## src/rtl/serial_rate_pkg.sv

```systemverilog
package serial_rate_pkg;

  typedef enum logic {
    PH_LOW  = 1'b0,
    PH_HIGH = 1'b1
  } sclk_phase_e;

endpackage

```

## src/rtl/rate_cfg_hold.sv

```systemverilog
module rate_cfg_hold #(
  parameter int PRE_W  = 8,
  parameter int RATE_W = 8,
  localparam int HALF_W = PRE_W - 1
) (
  input  logic              clk,
  input  logic              rst_n,
  input  logic              en,
  input  logic              period_end,
  input  logic [PRE_W-1:0]  prescale_i,
  input  logic [RATE_W-1:0] rate_i,
  output logic [HALF_W-1:0] half_pre,
  output logic [RATE_W-1:0] rate
);

  localparam logic [HALF_W-1:0] HALF_ONE = HALF_W'(1);

  logic [HALF_W-1:0] half_in;
  logic              lsb_unused;

  // Half of the even divisor; zero is promoted to one (divisor 2).
  assign lsb_unused = prescale_i[0];

  always_comb begin
    half_in = prescale_i[PRE_W-1:1];
    if (half_in == '0) half_in = HALF_ONE;
  end

  always_ff @(posedge clk) begin
    if (!rst_n) begin
      half_pre <= HALF_ONE;
      rate     <= '0;
    end else if (!en || period_end) begin
      half_pre <= half_in;
      rate     <= rate_i;
    end
  end

  // the half divisor never reaches zero
  assert_half_nonzero_R2: assert property (@(posedge clk) disable iff (!rst_n)
    half_pre != '0);

  // no reload unless disabled or a full period just closed
  assert_cfg_held_R7: assert property (@(posedge clk) disable iff (!rst_n)
    ($past(en) && !$past(period_end)) |-> ($stable(half_pre) && $stable(rate)));

endmodule

```

## src/rtl/rate_prescale.sv

```systemverilog
module rate_prescale #(
  parameter int HALF_W = 7
) (
  input  logic              clk,
  input  logic              rst_n,
  input  logic              en,
  input  logic [HALF_W-1:0] half_pre,
  output logic              pre_tick
);

  logic [HALF_W-1:0] cnt_q;

  assign pre_tick = en && (cnt_q == half_pre - HALF_W'(1));

  always_ff @(posedge clk) begin
    if (!rst_n || !en) cnt_q <= '0;
    else if (pre_tick) cnt_q <= '0;
    else               cnt_q <= cnt_q + HALF_W'(1);
  end

  // first-stage count stays below its terminal value
  assert_pre_in_range_R1: assert property (@(posedge clk) disable iff (!rst_n)
    en |-> (cnt_q < half_pre));

endmodule

```

## src/rtl/rate_divider.sv

```systemverilog
module rate_divider #(
  parameter int RATE_W = 8
) (
  input  logic              clk,
  input  logic              rst_n,
  input  logic              en,
  input  logic              pre_tick,
  input  logic [RATE_W-1:0] rate,
  output logic              half_end
);

  logic [RATE_W-1:0] cnt_q;

  assign half_end = pre_tick && (cnt_q == rate);

  always_ff @(posedge clk) begin
    if (!rst_n || !en)  cnt_q <= '0;
    else if (half_end)  cnt_q <= '0;
    else if (pre_tick)  cnt_q <= cnt_q + RATE_W'(1);
  end

  // second-stage count never passes the rate value
  assert_rate_in_range_R1: assert property (@(posedge clk) disable iff (!rst_n)
    en |-> (cnt_q <= rate));

endmodule

```

## src/rtl/rate_edge_gen.sv

```systemverilog
module rate_edge_gen
  import serial_rate_pkg::*;
(
  input  logic clk,
  input  logic rst_n,
  input  logic en,
  input  logic half_end,
  output logic period_end,
  output logic sclk,
  output logic sclk_rise,
  output logic sclk_fall,
  output logic bit_tick
);

  sclk_phase_e phase_q;

  assign period_end = half_end && (phase_q == PH_HIGH);
  assign sclk       = (phase_q == PH_HIGH);

  always_ff @(posedge clk) begin
    if (!rst_n || !en) begin
      phase_q   <= PH_LOW;
      sclk_rise <= 1'b0;
      sclk_fall <= 1'b0;
      bit_tick  <= 1'b0;
    end else begin
      sclk_rise <= half_end && (phase_q == PH_LOW);
      sclk_fall <= period_end;
      bit_tick  <= period_end;
      if (half_end) phase_q <= (phase_q == PH_LOW) ? PH_HIGH : PH_LOW;
    end
  end

  // strobes are exclusive
  assert_strobe_excl_R4: assert property (@(posedge clk) disable iff (!rst_n)
    !(sclk_rise && sclk_fall));

  // a rise strobe marks a fresh 0->1 level change
  assert_rise_level_R4: assert property (@(posedge clk) disable iff (!rst_n)
    sclk_rise |-> (sclk && !$past(sclk)));

  // the period tick lands on a 1->0 level change
  assert_tick_fall_R5: assert property (@(posedge clk) disable iff (!rst_n)
    bit_tick |-> (!sclk && $past(sclk)));

  // disable forces idle on the next cycle
  assert_idle_R6: assert property (@(posedge clk) disable iff (!rst_n)
    !en |=> (!sclk && !sclk_rise && !sclk_fall && !bit_tick));

endmodule

```

## src/rtl/serial_rate_gen.sv

```systemverilog
module serial_rate_gen #(
  parameter int PRE_W  = 8,
  parameter int RATE_W = 8
) (
  input  logic              clk,
  input  logic              rst_n,
  input  logic              en,
  input  logic [PRE_W-1:0]  prescale_i,
  input  logic [RATE_W-1:0] rate_i,
  output logic              sclk,
  output logic              sclk_rise,
  output logic              sclk_fall,
  output logic              bit_tick
);

  localparam int HALF_W = PRE_W - 1;

  logic [HALF_W-1:0] half_pre;
  logic [RATE_W-1:0] rate;
  logic              pre_tick;
  logic              half_end;
  logic              period_end;

  rate_cfg_hold #(.PRE_W(PRE_W), .RATE_W(RATE_W)) u_cfg (
    .clk        (clk),
    .rst_n      (rst_n),
    .en         (en),
    .period_end (period_end),
    .prescale_i (prescale_i),
    .rate_i     (rate_i),
    .half_pre   (half_pre),
    .rate       (rate)
  );

  rate_prescale #(.HALF_W(HALF_W)) u_pre (
    .clk      (clk),
    .rst_n    (rst_n),
    .en       (en),
    .half_pre (half_pre),
    .pre_tick (pre_tick)
  );

  rate_divider #(.RATE_W(RATE_W)) u_div (
    .clk      (clk),
    .rst_n    (rst_n),
    .en       (en),
    .pre_tick (pre_tick),
    .rate     (rate),
    .half_end (half_end)
  );

  rate_edge_gen u_edge (
    .clk        (clk),
    .rst_n      (rst_n),
    .en         (en),
    .half_end   (half_end),
    .period_end (period_end),
    .sclk       (sclk),
    .sclk_rise  (sclk_rise),
    .sclk_fall  (sclk_fall),
    .bit_tick   (bit_tick)
  );

  // outputs quiet while reset is held
  assert_reset_quiet_R9: assert property (@(posedge clk)
    $past(!rst_n) |-> (!sclk && !sclk_rise && !sclk_fall && !bit_tick));

endmodule

```

## config.mk

```make
export PLATFORM = sky130hd
export DESIGN_NAME = serial_rate_gen
export DESIGN_NICKNAME = d
export VERILOG_FILES = /design/src/rtl/serial_rate_pkg.sv /design/src/rtl/rate_cfg_hold.sv /design/src/rtl/rate_prescale.sv /design/src/rtl/rate_divider.sv /design/src/rtl/rate_edge_gen.sv /design/src/rtl/serial_rate_gen.sv
export SDC_FILE = /design/constraint.sdc
export NUM_CORES = 1
export LEC_CHECK = 0
export ABC_AREA = 1
export ABC_CLOCK_PERIOD_IN_PS = 3500
export CAP_MARGIN = 10
export CELL_PAD_IN_SITES_DETAIL_PLACEMENT = 1
export CELL_PAD_IN_SITES_GLOBAL_PLACEMENT = 1
export CORE_AREA = 5 5 87 65
export CTS_BUF_LIST = sky130_fd_sc_hd__clkbuf_4
export CTS_CLUSTER_SIZE = 25
export DETAILED_ROUTE_END_ITERATION = 10
export DIE_AREA = 0 0 92 70
export PLACE_DENSITY_LB_ADDON = 0.1
export SYNTH_ARGS = -nofsm -noshare
export SYNTH_HDL_FRONTEND = slang
export SYNTH_HIERARCHICAL = 1
export SYNTH_SLANG_ARGS = --single-unit
export TNS_END_PERCENT = 10
```

## constraint.sdc

```tcl
create_clock -name clk -period 3.5 [get_ports clk]
set_clock_uncertainty 0.2 [all_clocks]
set_input_delay 0.7 -clock clk [delete_from_list [all_inputs] [get_ports clk]]
set_output_delay 0.7 -clock clk [all_outputs]
set_load 0.05 [all_outputs]
```

==> impl_metrics.toml <==
[detailed_routing]
drt_iter0_markers = 34
via_count = 1661
drc_errors = 0
dr.pass1.iters = 4
antenna_left = 0
via_per_inst = 4.53
wl_per_cell_um = 12.2
totalWireLength_mm = 4.48

[yosys]
synth_area_um2 = 1830
synth_edf_count = 0
synth_top_flop_cell = "dfxtp_1"
ys_ff_latch = 33
synth_fp_nets = 305
ys_seq_area_share_pct = 36.2
async_reset_ff_share_pct = 0
yosysWarnings = 6
synth_top_cell_by_area = "dfxtp_1"
post_synth.cell_area_avg_um2 = 6.45
syn_inst = 283
ys_top_cells_by_area = "dfxtp_1 (36%), nand2_1 (14%), nor2_1 (12%)"
yosysTopAreaCellShare_pct = 36.2
yosysUniqueCellTypes = 23

[clock_tree]
clk_pin_slew_worst_paths_ps = 100
insertion_delay_ps = 330
cts_setup_buffers = 0
clockBufferDepth = 2
hold_buffers = 0
cts-root-buf = "clkbuf_4"
post_cts_resized = 0
cts_tree = "done"
htreeDepth = 2
clkSinkCount = 33
cts_buffers = 5

[worst_setup_path]
endpoint_kind = "register"
critPathKind = "primary input to register"
path_cells = "clkdlybuf4s50_1 -> nand3_1 -> nor2_1 -> nand2_1 -> nor2_1 -> nand2_2 -> inv_1 -> nand4_1 -> nor3_1 -> nand2_1 -> inv_1 -> nor2_4 -> inv_2 -> nand2_1 -> nand2_1"
cpPeakStageDelay_ps = 540
worst_setup_path_start_kind = "primary input"
cp.buffers_inverters = 4
critical_path_required_ps = 3580
crit_fanout = 16
critPathTopFamily = "simple AND/OR/NAND/NOR gates"
critPathMostFrequentCell = "nand2_1"
cp_slowest_cell = "clkdlybuf4s50_1"
worstPathArrival_ps = 3040

[die]
dieArea_um2 = 6440
fp.dieH_um = 70
initial_core_util_pct = 39.0
fp-row-count = 21
coreArea_um2 = 4680
ios = 23
die_w_um = 92

[global_route]
grt_overflow = 0
grt_pass1_vias = 1674
antenna_found_initial = 0
grt_usage_pct = 15.2
grt_pass1_wl_mm = 7.84
grt_max_degree = 19

[layout]
antennaDiodeCount = 0
layout.nets = 331
layout-drive-gt1-share_pct = 8.71
syn_to_final_growth_pct = 17.1
finalInstanceArea_um2 = 2140

[place]
dpl.hpwl_mm = 3.54
portBuffers = 21
place_area_um2 = 2090
gp_congestion = 0.807

[sta]
fin_crit_ps = 2960
worst_pin_slew_ps = 611
rsz0062_at_grt = "no"
slew_headroom_pct = 59.1
setup_viol = 0
slew_violations = 0
clock.fmax_mhz = 338
finalCritPeriodShare_pct = 84.5
hold_viol_final = 0
tns_ps = 0

[power]
p_comb_share_pct = 16.0
p_switching_mw = 0.209
p_sw_share_pct = 29.0
p_int_mw = 0.512
ir_drop_v = 0.000181
leakage_nw = 1.01
p_clk_share_pct = 28.1
p_per_area_nw_per_um2 = 338
seqPwrFrac_pct = 55.9

[outcome]
status = "finished clean"

[worst_hold_path]
hold_path_class = "register to register"

[flow_run]
cap_violations = 0
## cells in the mapped netlist, types with 2 or more instances
master   instances
a21oi_1          2
buf_6            2
dfxtp_1         33
ha_1             3
inv_1           45
inv_2            3
nand2_1         68
nand2_2          4
nand3_1         10
nand4_1          2
nor2_1          59
nor2_2           9
nor3_1           3
o21ai_0         11
o21ai_1          7
or2_1            2
xnor2_1          4
xor2_1          11
## path summary, 6_finish.rpt
path                     start           endpoint  slack [ps]  cells after the start
max                         en  u_cfg/half_pre[0]         540                     15
min          u_cfg/half_pre[1]  u_cfg/half_pre[1]         290                      2
max reg2reg  u_cfg/half_pre[0]  u_cfg/half_pre[0]         570                     19
min reg2reg  u_cfg/half_pre[1]  u_cfg/half_pre[1]         290                      2
## cell type report
| type | instances | area [µm²] |
|---|---|---|
| timing repair buffer | 23 | 225 |
| fill | 643 | 2540 |
| clock buffer | 5 | 37.5 |
| clock inverter | 3 | 12.5 |
| sequential | 33 | 661 |
| inverter | 48 | 180 |
| multi-input combinational | 198 | 950 |
| tap | 57 | 71.3 |
## placed cells by master (no fill, tap or decap), types with 4 or more instances in the layout
cell type,n
clkbuf_4,5
nand2_1,68
clkdlybuf4s50_1,21
o21ai_0,11
nand2_2,4
nand3_1,10
o21ai_1,7
nor2_2,9
xor2_1,11
inv_1,45
xnor2_1,4
nor2_1,59
dfxtp_1,33
## through the flow
step / util (%) / total power, mW / worst slack, ps / std cells / hold WS, ps
2_1_floorplan: - / 0.484 / 1000 / 283 / 248
3_3_place_gp: 44.6 / 0.525 / 267 / 359 / 264
3_5_place_dp: 44.6 / 0.527 / 218 / 359 / 271
4_1_cts: 45.7 / 0.735 / 531 / 367 / 296
5_1_grt: 45.7 / 0.768 / 208 / 367 / 318
6_report: 45.7 / 0.722 / 543 / 367 / 289
## layer usage
| layer | routed length [µm] | track usage [%] |
|---|---|---|
| met1 | 2580 | 22.7 |
| met2 | 1670 | 21.3 |
| met3 | 184 | 4.29 |
| met4 | 38 | 3.46 |
| met5 | 0 | 0 |
## registers in the layout (all words and copies together) (netlist names)
register	flops
u_cfg/half_pre	7
u_cfg/rate	8
u_div/cnt_q	8
u_edge/bit_tick	1
u_edge/sclk	1
u_edge/sclk_rise	1
u_pre/cnt_q	7
## worst reg2reg max path, stage by stage, from the launching register on
cell     delay [ps]
dfxtp_1         410
inv_1           100
ha_1            240
nand2_1         120
nand2_1          60
nand2_1          50
nand2_1          40
inv_1            50
nand2_1          60
nor2_2          110
nand2_2          80
inv_1           100
nand4_1         100
nor3_1          360
nand2_1         130
inv_1           120
nor2_4          100
inv_2           260
nand2_1         130
nand2_1          70
## power by group through the flow
stage / combinational [mW] / clock [mW] / sequential [mW]
after global placement: 0.113 / 0 / 0.411
after floorplan: 0.0765 / 0 / 0.408
after global routing: 0.133 / 0.230 / 0.406
after detailed placement: 0.115 / 0 / 0.412
after CTS: 0.117 / 0.215 / 0.404
final: 0.115 / 0.203 / 0.403
## logic make-up after synthesis
group	after synthesis	synth area share, %
AND/OR/NAND/NOR	160	37.3
buffers and inverters	52	11.8
flip-flops	33	36.2
AO/OA/AOI/OAI	20	5.48
XOR/XNOR	15	7.20
adder cells (fa/ha/maj)	3	2.06
No activity file was read; power rests on OpenSTA's default activity.
